$ cat config.mk
export PLATFORM = sky130hd
export DESIGN_NAME = defect_recovery_seq
export DESIGN_NICKNAME = d
export VERILOG_FILES = /design/src/rtl/dr_pkg.sv /design/src/rtl/dr_flag_bank.sv /design/src/rtl/dr_watch_timer.sv /design/src/rtl/dr_seq_fsm.sv /design/src/rtl/defect_recovery_seq.sv
export SDC_FILE = /design/constraint.sdc
export NUM_CORES = 1
export LEC_CHECK = 0
export ABC_CLOCK_PERIOD_IN_PS = 3000
export BUFFER_PORTS_ARGS = -buffer_cell sky130_fd_sc_hd__clkbuf_2
export CORE_AREA = 2 2 83 85
export DETAILED_ROUTE_END_ITERATION = 10
export DIE_AREA = 0 0 85 87
export MAX_ROUTING_LAYER = met4
export PLACE_DENSITY = 0.67
export SYNTH_ARGS = -nofsm -noshare
export SYNTH_HDL_FRONTEND = slang
export SYNTH_SLANG_ARGS = --single-unit
$ cat constraint.sdc
create_clock -name clk -period 3 [get_ports clk]
set_clock_uncertainty 0.05 [all_clocks]
set_input_delay 0.45 -clock clk [delete_from_list [all_inputs] [get_ports clk]]
set_output_delay 0.45 -clock clk [all_outputs]
set_load 0.02 [all_outputs]
$ cat src/rtl/dr_pkg.sv
package dr_pkg;
    typedef enum logic [2:0] {
        ST_IDLE  = 3'd0,
        ST_FLUSH = 3'd1,
        ST_EMUL  = 3'd2,
        ST_WATCH = 3'd3,
        ST_ROLL  = 3'd4,
        ST_EXC   = 3'd5
    } rec_state_t;

    typedef logic [1:0] rec_class_t;
    localparam rec_class_t CLS_RETRY    = 2'b00;
    localparam rec_class_t CLS_RETRY_RS = 2'b01;

    // escalation classes have the upper bit set
    function automatic logic cls_escalates(input rec_class_t c);
        return c[1];
    endfunction

    function automatic logic cls_resets(input rec_class_t c);
        return (c == CLS_RETRY_RS);
    endfunction
endpackage

$ cat src/rtl/dr_flag_bank.sv
module dr_flag_bank #(
    parameter int NFLAG = 8,
    localparam int IDW = (NFLAG > 1) ? $clog2(NFLAG) : 1
) (
    input  logic             clk,
    input  logic             rst,
    input  logic [NFLAG-1:0] flag_in,
    input  logic             clr_en,
    input  logic [IDW-1:0]   clr_id,
    output logic [NFLAG-1:0] pending,
    output logic             pend_any,
    output logic [IDW-1:0]   pend_id
);
    genvar g;
    generate
        for (g = 0; g < NFLAG; g++) begin : g_bit
            logic bit_q;
            logic clr_hit;
            assign clr_hit = clr_en && (clr_id == IDW'(g));
            always_ff @(posedge clk) begin
                if (rst)
                    bit_q <= 1'b0;
                else if (flag_in[g])
                    bit_q <= 1'b1;
                else if (clr_hit)
                    bit_q <= 1'b0;
            end
            assign pending[g] = bit_q;
        end
    endgenerate

    assign pend_any = |pending;

    always_comb begin
        pend_id = '0;
        for (int i = NFLAG - 1; i >= 0; i--) begin
            if (pending[i])
                pend_id = IDW'(i);
        end
    end
endmodule

$ cat src/rtl/dr_watch_timer.sv
module dr_watch_timer #(
    parameter int TW = 16
) (
    input  logic          clk,
    input  logic          rst,
    input  logic          load,
    input  logic [TW-1:0] len,
    input  logic          run,
    output logic          expired
);
    logic [TW-1:0] cnt_q;

    always_ff @(posedge clk) begin
        if (rst)
            cnt_q <= '0;
        else if (load)
            cnt_q <= len;
        else if (run && (cnt_q != '0))
            cnt_q <= cnt_q - TW'(1);
    end

    assign expired = run && (cnt_q == '0);
endmodule

$ cat src/rtl/dr_seq_fsm.sv
module dr_seq_fsm
    import dr_pkg::*;
#(
    parameter int NFLAG = 8,
    localparam int IDW = (NFLAG > 1) ? $clog2(NFLAG) : 1
) (
    input  logic               clk,
    input  logic               rst,
    input  logic [NFLAG-1:0]   flag_in,
    input  logic [2*NFLAG-1:0] cfg_class,
    input  logic               cfg_rollback_ok,
    input  logic               pend_any,
    input  logic [IDW-1:0]     pend_id,
    input  logic               tmr_expired,
    input  logic               flush_ack,
    input  logic               emul_ack,
    input  logic               rollback_ack,
    input  logic               exc_ack,
    output logic               clr_en,
    output logic               tmr_load,
    output logic               tmr_run,
    output logic [IDW-1:0]     id,
    output logic               flush_req,
    output logic               emul_req,
    output logic               rollback_req,
    output logic               exc_req,
    output logic [NFLAG-1:0]   sig_disable,
    output logic [NFLAG-1:0]   mod_reset
);
    rec_state_t state_q, state_n;
    logic       emu_q, emu_n;
    logic       dis_q, dis_n;
    logic       pulse_q, pulse_n;
    logic       take;
    rec_class_t cls;
    logic [NFLAG-1:0] id_onehot;

    assign cls = cfg_class[{id, 1'b0} +: 2];

    always_comb begin
        state_n  = state_q;
        emu_n    = emu_q;
        dis_n    = dis_q;
        pulse_n  = 1'b0;
        tmr_load = 1'b0;
        clr_en   = 1'b0;
        take     = 1'b0;
        unique case (state_q)
            ST_IDLE: begin
                if (pend_any) begin
                    take    = 1'b1;
                    emu_n   = 1'b0;
                    state_n = ST_FLUSH;
                end
            end
            ST_FLUSH: begin
                if (flush_ack) begin
                    if (cls_escalates(cls)) begin
                        state_n = cfg_rollback_ok ? ST_ROLL : ST_EXC;
                    end else begin
                        dis_n   = 1'b1;
                        pulse_n = cls_resets(cls);
                        if (emu_q) begin
                            state_n = ST_EMUL;
                        end else begin
                            state_n  = ST_WATCH;
                            tmr_load = 1'b1;
                        end
                    end
                end
            end
            ST_EMUL: begin
                if (emul_ack) begin
                    state_n  = ST_WATCH;
                    tmr_load = 1'b1;
                end
            end
            ST_WATCH: begin
                if (flag_in[id]) begin
                    if (emu_q) begin
                        state_n = ST_EXC;
                    end else begin
                        emu_n   = 1'b1;
                        state_n = ST_FLUSH;
                    end
                end else if (tmr_expired) begin
                    clr_en  = 1'b1;
                    dis_n   = 1'b0;
                    state_n = ST_IDLE;
                end
            end
            ST_ROLL: begin
                if (rollback_ack) begin
                    clr_en  = 1'b1;
                    dis_n   = 1'b0;
                    state_n = ST_IDLE;
                end
            end
            ST_EXC: begin
                if (exc_ack) begin
                    clr_en  = 1'b1;
                    dis_n   = 1'b0;
                    state_n = ST_IDLE;
                end
            end
            default: state_n = ST_IDLE;
        endcase
    end

    always_ff @(posedge clk) begin
        if (rst) begin
            state_q <= ST_IDLE;
            emu_q   <= 1'b0;
            dis_q   <= 1'b0;
            pulse_q <= 1'b0;
            id      <= '0;
        end else begin
            state_q <= state_n;
            emu_q   <= emu_n;
            dis_q   <= dis_n;
            pulse_q <= pulse_n;
            if (take)
                id <= pend_id;
        end
    end

    always_comb begin
        id_onehot     = '0;
        id_onehot[id] = 1'b1;
    end

    assign tmr_run      = (state_q == ST_WATCH);
    assign flush_req    = (state_q == ST_FLUSH);
    assign emul_req     = (state_q == ST_EMUL);
    assign rollback_req = (state_q == ST_ROLL);
    assign exc_req      = (state_q == ST_EXC);
    assign sig_disable  = dis_q ? id_onehot : '0;
    assign mod_reset    = pulse_q ? id_onehot : '0;
endmodule

$ cat src/rtl/defect_recovery_seq.sv
module defect_recovery_seq #(
    parameter int NFLAG = 8,
    parameter int TW    = 16,
    localparam int IDW  = (NFLAG > 1) ? $clog2(NFLAG) : 1
) (
    input  logic               clk,
    input  logic               rst,
    input  logic [NFLAG-1:0]   flag_in,
    input  logic [2*NFLAG-1:0] cfg_class,
    input  logic               cfg_rollback_ok,
    input  logic [TW-1:0]      cfg_watch_len,
    output logic [NFLAG-1:0]   defects,
    output logic [IDW-1:0]     active_id,
    output logic               flush_req,
    input  logic               flush_ack,
    output logic [NFLAG-1:0]   sig_disable,
    output logic [NFLAG-1:0]   mod_reset,
    output logic               emul_req,
    input  logic               emul_ack,
    output logic               rollback_req,
    input  logic               rollback_ack,
    output logic               exc_req,
    input  logic               exc_ack
);
    logic           clr_en;
    logic           pend_any;
    logic [IDW-1:0] pend_id;
    logic           tmr_load;
    logic           tmr_run;
    logic           tmr_expired;

    dr_flag_bank #(.NFLAG(NFLAG)) u_bank (
        .clk      (clk),
        .rst      (rst),
        .flag_in  (flag_in),
        .clr_en   (clr_en),
        .clr_id   (active_id),
        .pending  (defects),
        .pend_any (pend_any),
        .pend_id  (pend_id)
    );

    dr_watch_timer #(.TW(TW)) u_timer (
        .clk     (clk),
        .rst     (rst),
        .load    (tmr_load),
        .len     (cfg_watch_len),
        .run     (tmr_run),
        .expired (tmr_expired)
    );

    dr_seq_fsm #(.NFLAG(NFLAG)) u_fsm (
        .clk             (clk),
        .rst             (rst),
        .flag_in         (flag_in),
        .cfg_class       (cfg_class),
        .cfg_rollback_ok (cfg_rollback_ok),
        .pend_any        (pend_any),
        .pend_id         (pend_id),
        .tmr_expired     (tmr_expired),
        .flush_ack       (flush_ack),
        .emul_ack        (emul_ack),
        .rollback_ack    (rollback_ack),
        .exc_ack         (exc_ack),
        .clr_en          (clr_en),
        .tmr_load        (tmr_load),
        .tmr_run         (tmr_run),
        .id              (active_id),
        .flush_req       (flush_req),
        .emul_req        (emul_req),
        .rollback_req    (rollback_req),
        .exc_req         (exc_req),
        .sig_disable     (sig_disable),
        .mod_reset       (mod_reset)
    );
endmodule

# Word-level counts from Yosys, hierarchy flattened
# Index checks and enable logic that the tools add are counted.
# classes
mux	66
bitwise_logic	2
eq_ne	23
add_sub_neg	1
shifts	1
magnitude_cmp	2
n_reduce_logical	31
# ops
operator	n
two-way mux 3 bit	17
two-way mux 1 bit	38
two-way mux 16 bit	2
nonzero test 2 bit	10
== test 3 bit (second input constant)	6
one-hot mux 3 bit (6 select lines)	1
logical NOT 16 bit	1
two-way mux 8 bit	2
nonzero test 16 bit	1
variable part select 16 x 5 -> 2 bit	1
subtractor 16 x 1 -> 16 bit (second input constant)	1
== test 3 x 2 -> 1 bit (second input constant)	4
logical AND 1 bit	11
!= test 2 x 1 -> 1 bit (second input constant)	5
!= test 2 bit (second input constant)	4
OR reduction 8 bit	1
AND reduction 7 bit	1
== test 3 x 1 -> 1 bit (second input constant)	2
logical NOT 3 bit	2
AND reduction 6 bit	1
less-than comparator 3 x 4 -> 1 bit (second input constant)	1
one-hot mux 1 bit (2 select lines)	2
one-hot mux 1 bit (4 select lines)	1
nonzero test 4 bit	1
9 further kinds	10
# totals
wordCells	140
input_bits	47
ff_bits	33

# Depth between registers and ports, before layout
# logic_depth
word_depth	8
depth_mapped	9
ltp_nobuf	7

# By module
# A second synthesis with hierarchy kept.
# hier_totals
cells_unflattened	289
area_unflattened_um2	2361.0
# by_module_without_submodules
module	instances	area_per_inst_um2	cells_each
dr_watch_timer	1	965.9	117
dr_seq_fsm	1	950.9	117
dr_flag_bank	1	444.2	55

# Least setup slack after synthesis
# No wires, ideal clock.
# synth_path
path_kind	flip-flop to flip-flop
startpoint	register u_fsm.id[2]
endpoint	register u_bank.g_bit[0].bit_q
required_time_ps	2818
setup_slack_ps	676
t_arrival_ps	2141
synth_period_minus_slack_ps	2324
setup_time_ps	132
path_stages_with_launch	8
cell_sequence	dfxtp_1 > buf_2 > mux4_2 > mux2i_1 > and3_1 > a21oi_1 > o41ai_1 > a21oi_1
# synth_via
elab_chain_cells	6
elab_cells_between_ends	7
# synth_rtl
element	line	source
start: declaration	dr_seq_fsm.sv:22	output logic [IDW-1:0] id,
start signal: assignment	dr_seq_fsm.sv:123	id <= pend_id;
binary-select mux 1 bit (select 3 bit)	dr_seq_fsm.sv:79	if (flag_in[id]) begin
two-way mux 1 bit (implied by the code)	dr_seq_fsm.sv:79	
two-way mux 1 bit	dr_seq_fsm.sv:79	
one-hot mux 1 bit (3 select lines)	dr_seq_fsm.sv:48	unique case (state_q)
logical AND 1 bit (*)	dr_flag_bank.sv:19	assign clr_hit = clr_en && (clr_id == IDW'(g));
nonzero test 2 bit (no line) (*)	n/a	
end signal: assignment	dr_flag_bank.sv:22	bit_q <= 1'b0;
end signal: assignment	dr_flag_bank.sv:24	bit_q <= 1'b1;
end signal: assignment	dr_flag_bank.sv:26	bit_q <= 1'b0;
end: declaration	dr_flag_bank.sv:17	logic bit_q;
# Every way passes the cells marked *; elsewhere a longest branch is shown, timed or not. The select of a mux whose other input is x is not followed.
# A chain may end at the register's enable or synchronous reset.

# Final worst setup path
# layout_path
startpoint	register u_fsm.id[2]
endpoint	register u_timer.cnt_q[9]
# layout_via
elab_chain_cells	5
elab_cells_between_ends	6
# layout_rtl
element	line	source
variable part select 16 x 5 -> 2 bit (*)	dr_seq_fsm.sv:38	assign cls = cfg_class[{id, 1'b0} +: 2];
two-way mux 1 bit (*)	dr_seq_fsm.sv:58	if (cls_escalates(cls)) begin
two-way mux 1 bit (*)	dr_seq_fsm.sv:57	if (flush_ack) begin
one-hot mux 1 bit (2 select lines) (*)	dr_seq_fsm.sv:48	
two-way mux 16 bit / nonzero test 2 bit (equally long branches)	n/a	
end signal: assignment	dr_watch_timer.sv:17	cnt_q <= len;
end signal: assignment	dr_watch_timer.sv:19	cnt_q <= cnt_q - TW'(1);
end: declaration	dr_watch_timer.sv:11	logic [TW-1:0] cnt_q;
# Every way passes the cells marked *; elsewhere a longest branch is shown, timed or not.

==> results.txt <==
----------------------------------------------------
[Outcome]
  Outcome ... finished, final reports clean

[GRT]
  Largest net degree at the start of global routing ... 34
  Via count of the first global-routing pass ... 2074
  Grt total ovfl ... 0
  All-layer global routing usage ... 0.1713
  First-pass GRT wire length ... 9970 um
  Number of antenna violations at the first check in global routing ... 0

[Critical path]
  Standard cell with the maximum stage delay on the critical path ... sky130_fd_sc_hd__dfxtp_1
  Crit path max fanout ... 25
  CP Data Required Time ... 3160 ps
  Critical path startpoint category ... flop
  Critical Path Sink Type ... flop
  Kind of critical path ... reg -> reg
  Data arrival time of the critical path ... 2820 ps
  Length in cells of the worst reg-to-reg path ... 6
  Ordered list of cells on the worst path ... mux2_1 > o22ai_1 > a221oi_2 > o21a_1 > o211ai_1 > a31oi_1
  Longest individual stage delay on the worst path ... 740 ps

[Timing]
  Unrepaired setup endpoints after global routing ... no
  Final Hold Fails ... 0
  Tcrit/Tclk final ... 0.8893
  Highest clock rate ... 374.8 MHz
  Hold slack final ... 336.1 ps
  Worst-case headroom to the max-slew limit ... 0.4281
  Slew at the pin closest to its max-slew limit ... 857.9 ps
  Final setup vio count ... 0
  Tmin final ... 2668 ps
  Final WS setup ... 332.2 ps
  Final Slew Violations ... 0
  Final setup TNS ... 0 ps

[Place]
  DP Area ... 0.002595 mm2
  Global placement routability congestion ... 0.8175
  Post-placement setup slack ... 352.5 ps
  DPL Wire Length ... 4571 um
  Port Buffers ... 77

[Drt]
  Mean routed wirelength per cell ... 14.21 um
  Initial DRC Count ... 146
  Via count normalized by instance count ... 5.402
  Residual DRC count ... 0
  Number of vias in the routed layout ... 2296
  Drt pass-1 iters ... 4
  Aggregate routed wire length ... 6038 um
  ANT nets after route ... 0

[Power and ir drop]
  PD cells ... 808.9 mW/mm2
  Switching power total ... 0.0009292 W
  Clock Power Share ... 0.202
  Logic gate share of total power ... 0.475
  Internal Dissipation ... 0.001264 W
  Sequential share of power ... 0.322
  Switching portion of total power ... 0.4237
  P_leak ... 1.129 nW
  Worst vdd rail ir drop ... 298.0 uV

[Synthesis]
  Synthesized area ... 0.002198 mm2
  #FFs+latches synth ... 33
  Most used flip-flop cell after synthesis ... sky130_fd_sc_hd__dfxtp_1
  Portion of the post-synthesis area used by sequential elements ... 0.3005
  YS warnings ... 0
  Number of enable flip-flop cells after synthesis ... 0
  Fraction of synthesis flops using an asynchronous set or reset pin ... 0
  Post-Synthesis Mean Instance Area ... 7.879 um2
  Synthesized netlist net count ... 328
  Post-Syn Instances ... 279
  Distinct cells, synth ... 54

[Clock network]
  Post CTS Setup Buffer Count ... 0
  Deepest clock path buffer count ... 2
  Post-CTS Hold Buffers ... 0
  TritonCTS clock tree ... built
  Clk pin slew, worst setup/hold paths ... 70 ps
  Clk Latency, worst-skew pair ... 290 ps
  Number of CTS-inserted buffers ... 5
  TritonCTS Sinks ... 33
  Number of gates given a new drive strength after cts ... 0
  Root Buffer Master ... sky130_fd_sc_hd__clkbuf_8
  Depth of the CTS H-tree ... 2

[Layout]
  Antenna Cells ... 0
  Util after Layout ... 0.4128
  Syn-to-layout area delta ... 23.34%
  Nets ... 393
  Post-Layout Inst Area ... 0.002711 mm2
  Layout cells sized above 1 ... 0.2928

[Floorplanning]
  Std cell rows ... 30
  Horiz. Die Dim ... 85 um
  Vertical extent of the die ... 87 um
  # IOs ... 78
  Starting utilization of the core area ... 0.3347
  Core region area ... 0.006569 mm2
  Die outline area ... 0.007395 mm2

[Min path]
  Number of stages on the worst hold path ... 3
  Classification of the worst-slack hold path ... in -> reg

[Run]
  Reported max-cap violation count ... 0

----------------------------------------------------
-- sequential cells by signal, summed over array words and instances, names as in the netlist --
signal	flops
u_fsm.pulse_q	1
u_bank.g_bit.bit_q	8
u_fsm.dis_q	1
u_fsm.id	3
u_timer.cnt_q	16
u_fsm.emu_q	1
u_fsm.state_q	3
-- cells in the mapped netlist, drive strengths merged, types with 2 or more instances --
master / number / area, um2
dfxtp: 33 / 660.6
nor2: 33 / 123.9
a21oi: 19 / 95.09
nor3: 17 / 85.08
buf: 16 / 96.34
inv: 16 / 60.06
nand2: 16 / 60.06
a211oi: 11 / 95.09
o21ai: 11 / 55.05
clkbuf: 8 / 30.03
nand3: 7 / 35.03
and2: 6 / 37.54
mux2i: 6 / 60.06
xor2: 6 / 52.55
nand3b: 5 / 37.54
nor3b: 5 / 37.54
nor4: 5 / 31.28
or3: 5 / 31.28
a31oi: 4 / 25.02
mux4: 4 / 90.09
a311oi: 3 / 26.28
mux2: 3 / 33.78
nand2b: 3 / 18.77
nand4: 3 / 18.77
o211ai: 3 / 22.52
or4: 3 / 26.27
a21boi: 2 / 18.77
a22o: 2 / 17.52
and3: 2 / 12.51
ha: 2 / 25.02
nor2b: 2 / 12.51
nor4b: 2 / 32.53
o21bai: 2 / 15.01
o22ai: 2 / 12.51
or2: 2 / 12.52
-- through the flow --
| step | total power (W) | cells |
|---|---|---|
| global placement | 0.001731 | 417 |
| detailed placement | 0.001745 | 417 |
| finish | 0.002193 | 425 |
| CTS | 0.002193 | 425 |
| global route | 0.002365 | 425 |
| floorplan | 0.001490 | 279 |
-- layout make-up --
| type | instances | area, um2 |
|---|---|---|
| tap | 80 | 100.1 |
| clock buffer | 7 | 86.33 |
| multi-input combinational | 206 | 1351 |
| sequential | 33 | 660.6 |
| clock inverter | 1 | 30.03 |
| inverter | 16 | 60.06 |
| fill | 668 | 3857 |
| timing repair buffer | 82 | 422.9 |
-- cells in the final DEF, fill, tap and decap left out, types with 4 or more instances in the layout --
master,instances
sky130_fd_sc_hd__o21ai_0,10
sky130_fd_sc_hd__nor4_1,5
sky130_fd_sc_hd__clkbuf_2,77
sky130_fd_sc_hd__mux4_2,4
sky130_fd_sc_hd__inv_1,16
sky130_fd_sc_hd__or3_1,5
sky130_fd_sc_hd__a21oi_1,19
sky130_fd_sc_hd__dfxtp_1,33
sky130_fd_sc_hd__nor2_1,33
sky130_fd_sc_hd__mux2i_1,6
sky130_fd_sc_hd__and2_1,6
sky130_fd_sc_hd__a31oi_1,4
sky130_fd_sc_hd__nand3_1,7
sky130_fd_sc_hd__nand2_1,16
sky130_fd_sc_hd__nor3_1,17
sky130_fd_sc_hd__buf_4,5
sky130_fd_sc_hd__nand3b_1,5
sky130_fd_sc_hd__xor2_1,6
sky130_fd_sc_hd__clkbuf_8,6
sky130_fd_sc_hd__nor3b_1,5
sky130_fd_sc_hd__a211oi_1,10
-- cells by family (layout without fill, tap and decap cells) --
logic type | count (synthesis) | count (layout) | synth area share
simple gates | 118 | 118 | 0.2869
compound gates | 66 | 66 | 0.2049
buf+inv | 40 | 106 | 0.08480
flops | 33 | 33 | 0.3005
mux | 13 | 13 | 0.08367
xor+xnor | 7 | 7 | 0.02789
fa+ha+maj | 2 | 2 | 0.01138
-- worst max-delay path: cells and delay by family, from the launching register on --
family / cells / cell delay (ps)
AO/OA/AOI/OAI: 5 / 1550
flip-flops: 1 / 740
multiplexers: 1 / 240
-- power groups by stage --
stage	Sequential, W	Combinational [W]	Clock [W]
global placement	0.000713	0.00102	0
finish	0.000707	0.00104	0.000444
global route	0.000732	0.00116	0.000476
CTS	0.000705	0.00104	0.000449
floorplan	0.000627	0.000863	0
detailed placement	0.000714	0.00103	0
-- routing by layer --
metal | vias up | share of wire | GRT usage
met2 | 62 | 0.48 | 0.2727
li1 | 1135 | - | -
met1 | 1089 | 0.45 | 0.2189
met3 | 10 | 0.047 | 0.03033
met4 | 0 | 0.021 | 0.06061
met5 | - | 0 | -
-- final timing paths --
path / start / endpoint / slack, ps
worst min register to register: u_timer.cnt_q[15] / u_timer.cnt_q[15] / 440
worst max register to register: u_fsm.id[2] / u_timer.cnt_q[9] / 330
worst max-delay path: u_fsm.id[2] / u_timer.cnt_q[9] / 330
worst min-delay path: flag_in[0] / u_bank.g_bit[0].bit_q / 340
No activity file was read; power rests on OpenSTA's default activity.
